[src/rtl/shift_exec_pkg.sv]
package shift_exec_pkg;
  localparam int DATA_W = 32;
  localparam int AMT_W  = $clog2(DATA_W);

  // Kind encoding: bit 1 set means arithmetic right shift.
  typedef enum logic [1:0] {
    SK_LEFT     = 2'b00,
    SK_RIGHT_LG = 2'b01,
    SK_RIGHT_AR = 2'b10,
    SK_RIGHT_AX = 2'b11
  } shift_kind_e;
endpackage

[src/rtl/shift_amt_select.sv]
module shift_amt_select #(
  parameter int AMT_W = 5
) (
  input  logic             use_reg,
  input  logic [AMT_W-1:0] field_amt,
  input  logic [AMT_W-1:0] reg_low,
  output logic [AMT_W-1:0] amt
);
  always_comb begin
    if (use_reg) amt = reg_low;
    else         amt = field_amt;
  end
endmodule

[src/rtl/shift_barrel.sv]
module shift_barrel #(
  parameter int W  = 32,
  parameter int SW = $clog2(W)
) (
  input  logic [W-1:0]  din,
  input  logic [SW-1:0] amt,
  input  logic          to_left,
  input  logic          fill,
  output logic [W-1:0]  dout
);
  logic [W-1:0] din_rev;
  logic [W-1:0] stage [0:SW];
  logic [W-1:0] out_rev;

  // A left shift is a right shift of the bit-reversed word.
  for (genvar i = 0; i < W; i++) begin : g_rev
    assign din_rev[i] = din[W-1-i];
    assign out_rev[i] = stage[SW][W-1-i];
  end

  assign stage[0] = to_left ? din_rev : din;

  // One stage per distance bit; stage s moves by 2**s places.
  for (genvar s = 0; s < SW; s++) begin : g_stage
    localparam int SH = 1 << s;
    assign stage[s+1] = amt[s] ? {{SH{fill}}, stage[s][W-1:SH]} : stage[s];
  end

  assign dout = to_left ? out_rev : stage[SW];
endmodule

[src/rtl/shift_exec_unit.sv]
module shift_exec_unit
  import shift_exec_pkg::*;
#(
  parameter int W  = DATA_W,
  parameter int SW = $clog2(W)
) (
  input  logic         clk,
  input  logic         rst_n,
  input  logic         valid_in,
  input  logic [1:0]   shift_kind,
  input  logic         amt_from_reg,
  input  logic [W-1:0] operand,
  input  logic [SW-1:0] imm_amt,
  input  logic [W-1:0] reg_amt,
  output logic         valid_out,
  output logic [W-1:0] result
);
  logic [SW-1:0] amt_sel;
  logic          go_left;
  logic          arith;
  logic          fill_bit;
  logic [W-1:0]  shifted;
  logic [W-1:0]  result_d;
  logic [W-1:0]  result_q;
  logic          valid_q;
  logic          unused_reg_hi;

  // Only the low SW bits of the register distance are used.
  assign unused_reg_hi = ^reg_amt[W-1:SW];

  shift_amt_select #(.AMT_W(SW)) i_amt_sel (
    .use_reg  (amt_from_reg),
    .field_amt(imm_amt),
    .reg_low  (reg_amt[SW-1:0]),
    .amt      (amt_sel)
  );

  always_comb begin
    go_left  = (shift_kind == SK_LEFT);
    arith    = shift_kind[1];
    fill_bit = arith & operand[W-1];
  end

  shift_barrel #(.W(W), .SW(SW)) i_barrel (
    .din    (operand),
    .amt    (amt_sel),
    .to_left(go_left),
    .fill   (fill_bit),
    .dout   (shifted)
  );

  // Next-state: capture only on a request, otherwise hold.
  always_comb begin
    if (valid_in) result_d = shifted;
    else          result_d = result_q;
  end

  always_ff @(posedge clk or negedge rst_n) begin
    if (!rst_n) begin
      result_q <= '0;
      valid_q  <= 1'b0;
    end else begin
      result_q <= result_d;
      valid_q  <= valid_in;
    end
  end

  assign result    = result_q;
  assign valid_out = valid_q;
endmodule

[config.mk]
export PLATFORM = sky130hd
export DESIGN_NAME = shift_exec_unit
export DESIGN_NICKNAME = d
export VERILOG_FILES = /design/src/rtl/shift_exec_pkg.sv /design/src/rtl/shift_amt_select.sv /design/src/rtl/shift_barrel.sv /design/src/rtl/shift_exec_unit.sv
export SDC_FILE = /design/constraint.sdc
export NUM_CORES = 1
export LEC_CHECK = 0
export ABC_AREA = 1
export CORE_AREA = 4 4 94 96
export CTS_CLUSTER_DIAMETER = 80
export DETAILED_ROUTE_END_ITERATION = 8
export DIE_AREA = 0 0 98 100
export DONT_BUFFER_PORTS = 1
export SYNTH_ARGS = -nofsm -noshare
export SYNTH_HDL_FRONTEND = slang
export SYNTH_SLANG_ARGS = --single-unit
export TNS_END_PERCENT = 10
[constraint.sdc]
create_clock -name clk -period 0.9 [get_ports clk]
set_clock_uncertainty 0.2 [all_clocks]
set_input_delay 0.18 -clock clk [delete_from_list [all_inputs] [get_ports clk]]
set_output_delay 0.18 -clock clk [all_outputs]
set_load 0.03 [all_outputs]
==> reports/results.md, run 1 <==
- **RSZ-0062 raised after global routing** yes
- **peak fanout along the critical path** 12
- **Die Footprint** 0.009800 mm²
- **first-pass detailed-route iteration total** 5
- **Min-Delay Path Class** primary input to async pin
- **chain of cells forming the critical path** nor2_4 -> buf_12 -> clkbuf_16 -> buf_4 -> nand2_1 -> nand3_1 -> nand3_1 -> nand3_2 -> nand3_2 -> nand2_1 -> nand2_2 -> nand3_2 -> nand3_2 -> nand2_1
- **depth of the worst register-to-register path** 2
- **Final WS setup** -0.6501 ns
- **number of buffers created by CTS** 5
- **aggregate routed wire length** 15.32 mm
- **cell at the slowest stage of the critical path** clkbuf_16
- **number of gates on the worst path with buffers counted** 14
- **clock-pin slew reported for the worst setup and hold paths after clock tree synthesis** 0.07 ns
- **post-synthesis sequential element count** 33
- **outcome** finished, violations left
- **Worst slew margin** 0.7111
- **upper clock frequency limit** 0.6451 GHz
- **vias in the first global route** 4666
- **final core utilization** 0.7442
- **hold slack final** -0.6275 ns
- **Yosys Warn Count** 0
- **total global-route track usage** 0.2769
- **worst vdd rail ir drop** 1.255 mV
- **Die Ht** 100 µm
- **required time of the worst setup path** 0.89 ns
- **pwr dens** 1314 mW/mm²
- **fill cell count** 629
- **drc violations** 0
- **minimum setup slack after placement** -0.9292 ns
- **Worst path top cell family by delay** simple AND/OR/NAND/NOR gates
- **worst-skew pair later-pin latency** 0.29 ns
- **Crit path buffers/inverters** 3
- **ports placed on the boundary** 108
- **count of inserted antenna diode cells** 0
- **initial detailed-routing violation count** 497
- **area of the multi-input gates** 0.003676 mm²
- **Hold Violations, Final** 66
- **final clock period utilization by the worst path** 1.722
- **flip-flop and latch area** 829.5 µm²
- **post-synth net total** 782
- **arrival time at the worst endpoint** 1.54 ns
- **starting utilization of the core area** 0.4915
- **worst slew pin tran** 0.4323 ns
- **type of destination of the critical path** register
- **number of placed instances with taps included** 820
- **post-route minimum period** 1.550 ns
- **kind of start point of the critical path** primary input
- **Crit path largest cell delay** 0.17 ns
- **type of the worst setup path** primary input to register
- **total vias in the final route** 5235
- **number of buffers between clock root and the deepest sink** 2
- **Design Area, Final** 0.005992 mm²
- **Setup violations, final** 65
- **layout cells sized above 1** 0.4327
- **area overhead of the layout relative to synthesis** 51.41%
- **crit-path most repeated cell** nand3_2
- **Mean Syn Cell Area** 5.598 µm²
- **leakage** 0.002957 µW
- **wire length of the first global-routing pass** 22.36 mm
- **setup slack of the worst register-to-register path** 0 ns
- **post-synth cell types** 20
- **Pins Over Slew Limit** 0
- **post-detailed-route count of antenna-violating nets** 0
- **maximum number of pins on one net before global-route repair** 35
- **most frequent standard cell in the layout excluding fill and tap cells** nand2_1
- **layout net count** 802
- **initial antenna violation count** 0
- **total congestion overflow** 0
- **Syn Inst Count** 707
- **level count of the clock H-tree** 2
- **average via count per standard cell** 6.285
- **sequential cell area fraction in the yosys report** 0.2087
- **number of max-cap violations** 0
- **CTS tree** done
- **placed cell area** 0.004830 mm²
- **violated checks** hold timing, setup timing
- **# port buffers** 0
- **final routed wire length divided by cell count** 18.39 µm
- **Die X-Extent** 98 µm
- **post-route non-filler standard cell count** 833
- **clock sink total** 33
- **Final Wtd Congestion** 0.9398
- **CTS Root Buffer Type** clkbuf_8
- **Placement Rows** 33
- **synthesized cell area** 0.003958 mm²
- **core outline area** 0.008051 mm²
- **most frequent cells in the layout** nand2_1 (178), nand3_2 (174), nand3_1 (164)
- **HPWL Detailed** 10.43 mm
[timing repair]
item                       4_1_cts  5_1_grt
hold endpoints to repair        66       66
resized for setup               31      195
pin swaps                        1       34
gates cloned                     0        2
setup buffers                    0        3
setup endpoints to repair       65       65
[cell families (layout without fill, tap and decap cells)]
| family | after synthesis | after routing | synth area share |
|---|---|---|---|
| buf+inv | 94 | 115 | 0.1110 |
| simple gates | 576 | 576 | 0.6699 |
| compound gates | 4 | 4 | 0.01044 |
| flops | 33 | 33 | 0.2087 |
[stage by stage]
step	hold WS [ns]	setup TNS, ns	total power [µW]
2_1_floorplan	-0.3156	-23.68	4249
3_3_place_gp	-0.3148	-27.45	5920
4_1_cts	-0.6353	-28.37	7202
3_5_place_dp	-0.3144	-28.42	5975
5_1_grt	-0.6507	-34.57	8318
6_report	-0.6275	-30.60	7871
[Yosys cell counts (all sizes together)]
library cell  number  share of area
nand2            233           0.22
clkbuf            10         0.0095
dfrtp             33           0.21
o211ai             1         0.0019
or2                3         0.0054
nand3            339           0.44
inv               43          0.041
nor2               1        0.00095
buf               41          0.060
o21ai              3         0.0085
[worst register-to-register path, delay by kind of cell, from the launching register on]
family	cells	cell delay [ns]
DFF	1	0.45
and+or+nand+nor	2	0.14
[sequential cells by signal, indices dropped and copies added, names as in the netlist]
register	cells
result	32
valid_out	1
[per-layer routing]
layer / GRT usage / part of all wire
met3: 0.06185 / 0.091
met4: 0.08307 / 0.032
met2: 0.4351 / 0.48
met1: 0.3816 / 0.40
met5: 0 / 0
[power by group]
part           internal (µW)  leakage, µW  switching (µW)
logic                   2030      0.00251            2730
clock network            533    0.0000439             577
registers               1720     0.000407             278
[final cells by class]
| type | count | share of cell area |
|---|---|---|
| multi-input combinational | 580 | 0.6135 |
| timing repair buffer | 64 | 0.1840 |
| sequential | 33 | 0.1384 |
| inverter | 43 | 0.02777 |
| tap | 105 | 0.02193 |
| clock buffer | 5 | 0.01148 |
| clock inverter | 3 | 0.002923 |
[final timing paths]
| path | from | to |
|---|---|---|
| setup / recovery | shift_kind[0] | result[30]$_DFFE_PN0P_ |
| max in group asynchronous | rst_n | valid_out$_DFF_PN0_ |
| min in group clk | valid_in | valid_out$_DFF_PN0_ |
| hold reg to reg | result[20]$_DFFE_PN0P_ | result[20]$_DFFE_PN0P_ |
| hold / removal | rst_n | result[18]$_DFFE_PN0P_ |
| setup reg to reg | result[26]$_DFFE_PN0P_ | result[26]$_DFFE_PN0P_ |
(Power assumes the default switching activity.)
==> run 2: changes to the inputs <==
- ABC_AREA: 1 -> 0
- CORE_AREA: 4 4 94 96 -> 4 4 93 95
- DIE_AREA: 0 0 98 100 -> 0 0 97 99
==> run 2 against run 1 <==
Synthesized cell count fell by 41%; die area fell by 2.0%; flip-flop and latch count did not move; register-to-register slack got worse by 0.24 ns; via count fell by 14%; critical path type unchanged; the run still ends with hold timing, setup timing left; sequential power fell by 3%; combinational power rose by 8.0%; largest power group unchanged; largest cell class unchanged; sequential share of layout area rose by 0.58 points; clock-buffer cell count rose by 1; area after synthesis fell by 3.2%; fmax fell by 30%.
==> reports/results.md, run 2 <==
- **aggregate routed wire length** 15.06 mm
- **Post-synth top flop** dfrtp_1
- **starting utilization of the core area** 0.4958
- **Design Area, Final** 0.005736 mm²
- **most frequent cells in the layout** buf_4 (109), nand2_1 (46), buf_6 (43)
- **core outline area** 0.007727 mm²
- **Worst slew margin** 0.4837
- **Crit path largest cell delay** 0.55 ns
- **Die X-Extent** 97 µm
- **maximum number of pins on one net before global-route repair** 34
- **number of max-cap violations** 0
- **first-pass detailed-route iteration total** 5
- **Die Ht** 99 µm
- **number of placed instances with taps included** 638
- **upper clock frequency limit** 0.4533 GHz
- **level count of the clock H-tree** 2
- **chain of cells forming the critical path** nor2_4 -> buf_12 -> buf_12 -> mux4_2 -> buf_6 -> nand2_2 -> o221a_4 -> o21ai_2 -> o22a_1 -> a221o_1
- **Final Wtd Congestion** 0.9771
- **RSZ-0062 raised after global routing** yes
- **clock-pin slew reported for the worst setup and hold paths after clock tree synthesis** 0.07 ns
- **post-synth cell types** 59
- **number of flip-flops under the largest register name** 32
- **average via count per standard cell** 6.839
- **number of buffers between clock root and the deepest sink** 2
- **worst vdd rail ir drop** 0.9688 mV
- **peak fanout along the critical path** 8
- **wire length of the first global-routing pass** 23.94 mm
- **post-synth net total** 495
- **type of destination of the critical path** register
- **pwr dens** 1433 mW/mm²
- **CTS Root Buffer Type** clkbuf_8
- **total global-route track usage** 0.3113
- **# port buffers** 0
- **initial detailed-routing violation count** 442
- **arrival time at the worst endpoint** 2.18 ns
- **worst-skew pair later-pin latency** 0.29 ns
- **Synth area leader** dfrtp_1
- **cell at the slowest stage of the critical path** mux4_2
- **hold slack final** -0.6267 ns
- **area overhead of the layout relative to synthesis** 49.71%
- **post-detailed-route count of antenna-violating nets** 0
- **total congestion overflow** 0
- **final routed wire length divided by cell count** 22.89 µm
- **ports placed on the boundary** 108
- **number of buffers created by CTS** 5
- **multiplexer area fraction after synthesis** 0.3201
- **clock sink total** 33
- **portion of synthesized cell area occupied by the leading cell type** 0.2155
- **post-route non-filler standard cell count** 658
- **Setup violations, final** 65
- **vias in the first global route** 4375
- **Mean Syn Cell Area** 9.122 µm²
- **Hold Violations, Final** 51
- **final clock period utilization by the worst path** 2.451
- **flip-flop and latch area** 827.0 µm²
- **count of inserted antenna diode cells** 0
- **Final TNS setup** -48.84 ns
- **Die Footprint** 0.009603 mm²
- **type of the worst setup path** primary input to register
- **outcome** finished, violations left
- **number of enable flip-flop cells after synthesis** 0
- **layout cells sized above 1** 0.4838
- **violated checks** hold timing, setup timing
- **total power of the final layout** 8221 µW
- **total vias in the final route** 4500
- **Syn Inst Count** 420
- **Min-Delay Path Class** primary input to async pin
- **Yosys Warn Count** 0
- **initial antenna violation count** 0
- **HPWL Detailed** 11.46 mm
- **area of the multi-input gates** 0.003157 mm²
- **most frequent standard cell in the layout excluding fill and tap cells** buf_4
- **Commonest cells post-synth** nand2_1 (50), nor2_1 (42), mux2i_1 (36)
- **drc violations** 0
- **Pins Over Slew Limit** 0
- **post-route minimum period** 2.206 ns
- **placed cell area** 0.005060 mm²
- **largest family of logic cells by synthesized area** multiplexers
- **post-synthesis sequential element count** 33
- **simple-gate share of the synthesized area** 0.1453
- **CTS tree** done
- **Final WS setup** -1.306 ns
- **adder-cell area share of the yosys netlist** 0
- **worst slew pin tran** 0.7716 ns
- **area share of xor/xnor cells in the synthesized design** 0.002286
- **synthesized cell area** 0.003831 mm²
- **layout net count** 630
- **biggest area contributors in the synthesized netlist** dfrtp_1 (22%), mux4_2 (15%), mux2i_1 (9.4%)
- **required time of the worst setup path** 0.88 ns
- **leakage** 0.002440 µW
- **kind of start point of the critical path** primary input
- **Placement Rows** 32
- **fill cell count** 550
- **crit-path most repeated cell** buf_12
- **compound-cell area share of the yosys netlist** 0.2603
- **asr flop ratio synth** 1.000
- **sequential cell area fraction in the yosys report** 0.2155
- **cell with the most instances after synthesis** nand2_1
## run 2: cell count changes after synthesis, moves of 20 or more
| cell | previous run | this run |
|---|---|---|
| nand3_1 | 331 | 13 |
| nand2_1 | 229 | 50 |
| nor2_1 | 1 | 42 |
| mux2i_1 | 0 | 36 |
| inv_1 | 38 | 4 |
| mux4_2 | 0 | 26 |
| a21oi_1 | 0 | 23 |
| o21ai_0 | 0 | 21 |
| buf_2 | 25 | 5 |
## run 2: power breakdown
group          leakage [µW]  switching [µW]  internal, µW  total (µW)
Combinational       0.00199            2590          2560        5150
Clock             0.0000450             580           536        1120
Sequential         0.000402             213          1740        1950
Total               0.00244            3380          4840        8220
## run 2: final cells by class
class                           instances  area share
Clock inverter                          2    0.001745
Tap cell                              102     0.02225
Clock buffer                            6     0.01265
Timing Repair Buffer                  163      0.2655
Sequential cell                        33      0.1442
Multi-Input combinational cell        347      0.5504
Inverter                                5    0.003272
## run 2: critical path: cells and delay by family
kind | cells | cell delay, ns
muxes | 1 | 0.55
and+or+nand+nor | 2 | 0.20
AOI/OAI and AO/OA | 4 | 0.84
buffers and inverters | 3 | 0.41
## run 2: logic make-up after synthesis
group | count (synthesis)
AOI/OAI and AO/OA | 138
and+or+nand+nor | 128
muxes | 80
buffers and inverters | 40
DFF | 33
xor gates and xnor gates | 1
## run 2: through the flow
step / util / hold WS (ns) / setup WS [ns]
4_1_cts: 0.7209 / -0.6317 / -1.293
2_1_floorplan: - / -0.3156 / -1.720
5_1_grt: 0.7422 / -0.6430 / -1.350
6_report: 0.7422 / -0.6267 / -1.306
3_3_place_gp: 0.6548 / -0.3148 / -1.666
3_5_place_dp: 0.6548 / -0.3148 / -1.703
## run 2: path summary, 6_finish.rpt
path | start | to | slack [ns] | cells after the start
min in group clk | valid_in | valid_out$_DFF_PN0_ | -0.29 | 0
min | rst_n | valid_out$_DFF_PN0_ | -0.63 | 0
max in group asynchronous | rst_n | result[28]$_DFFE_PN0P_ | 1.04 | 0
max reg2reg | result[0]$_DFFE_PN0P_ | result[0]$_DFFE_PN0P_ | -0.24 | 2
max | shift_kind[0] | result[3]$_DFFE_PN0P_ | -1.31 | 10
min reg2reg | result[12]$_DFFE_PN0P_ | result[12]$_DFFE_PN0P_ | 0.32 | 2
## run 2: timing repair
item                                    in CTS  in global routing
pin swaps                                   27                 15
gates resized for setup                     83                 36
hold endpoints to repair                    53                 51
buffers inserted                             9                  3
gates cloned                                 1                  0
endpoints found under the setup margin      65                 65
## run 2: metal layers
layer  up-vias  GRT usage  routed length, µm
met2       305     0.4904               7074
met1      2223     0.4219               5953
li1       1934          -                  -
met4         0    0.09827                457
met5         -          0                  0
met3        38    0.07926               1577
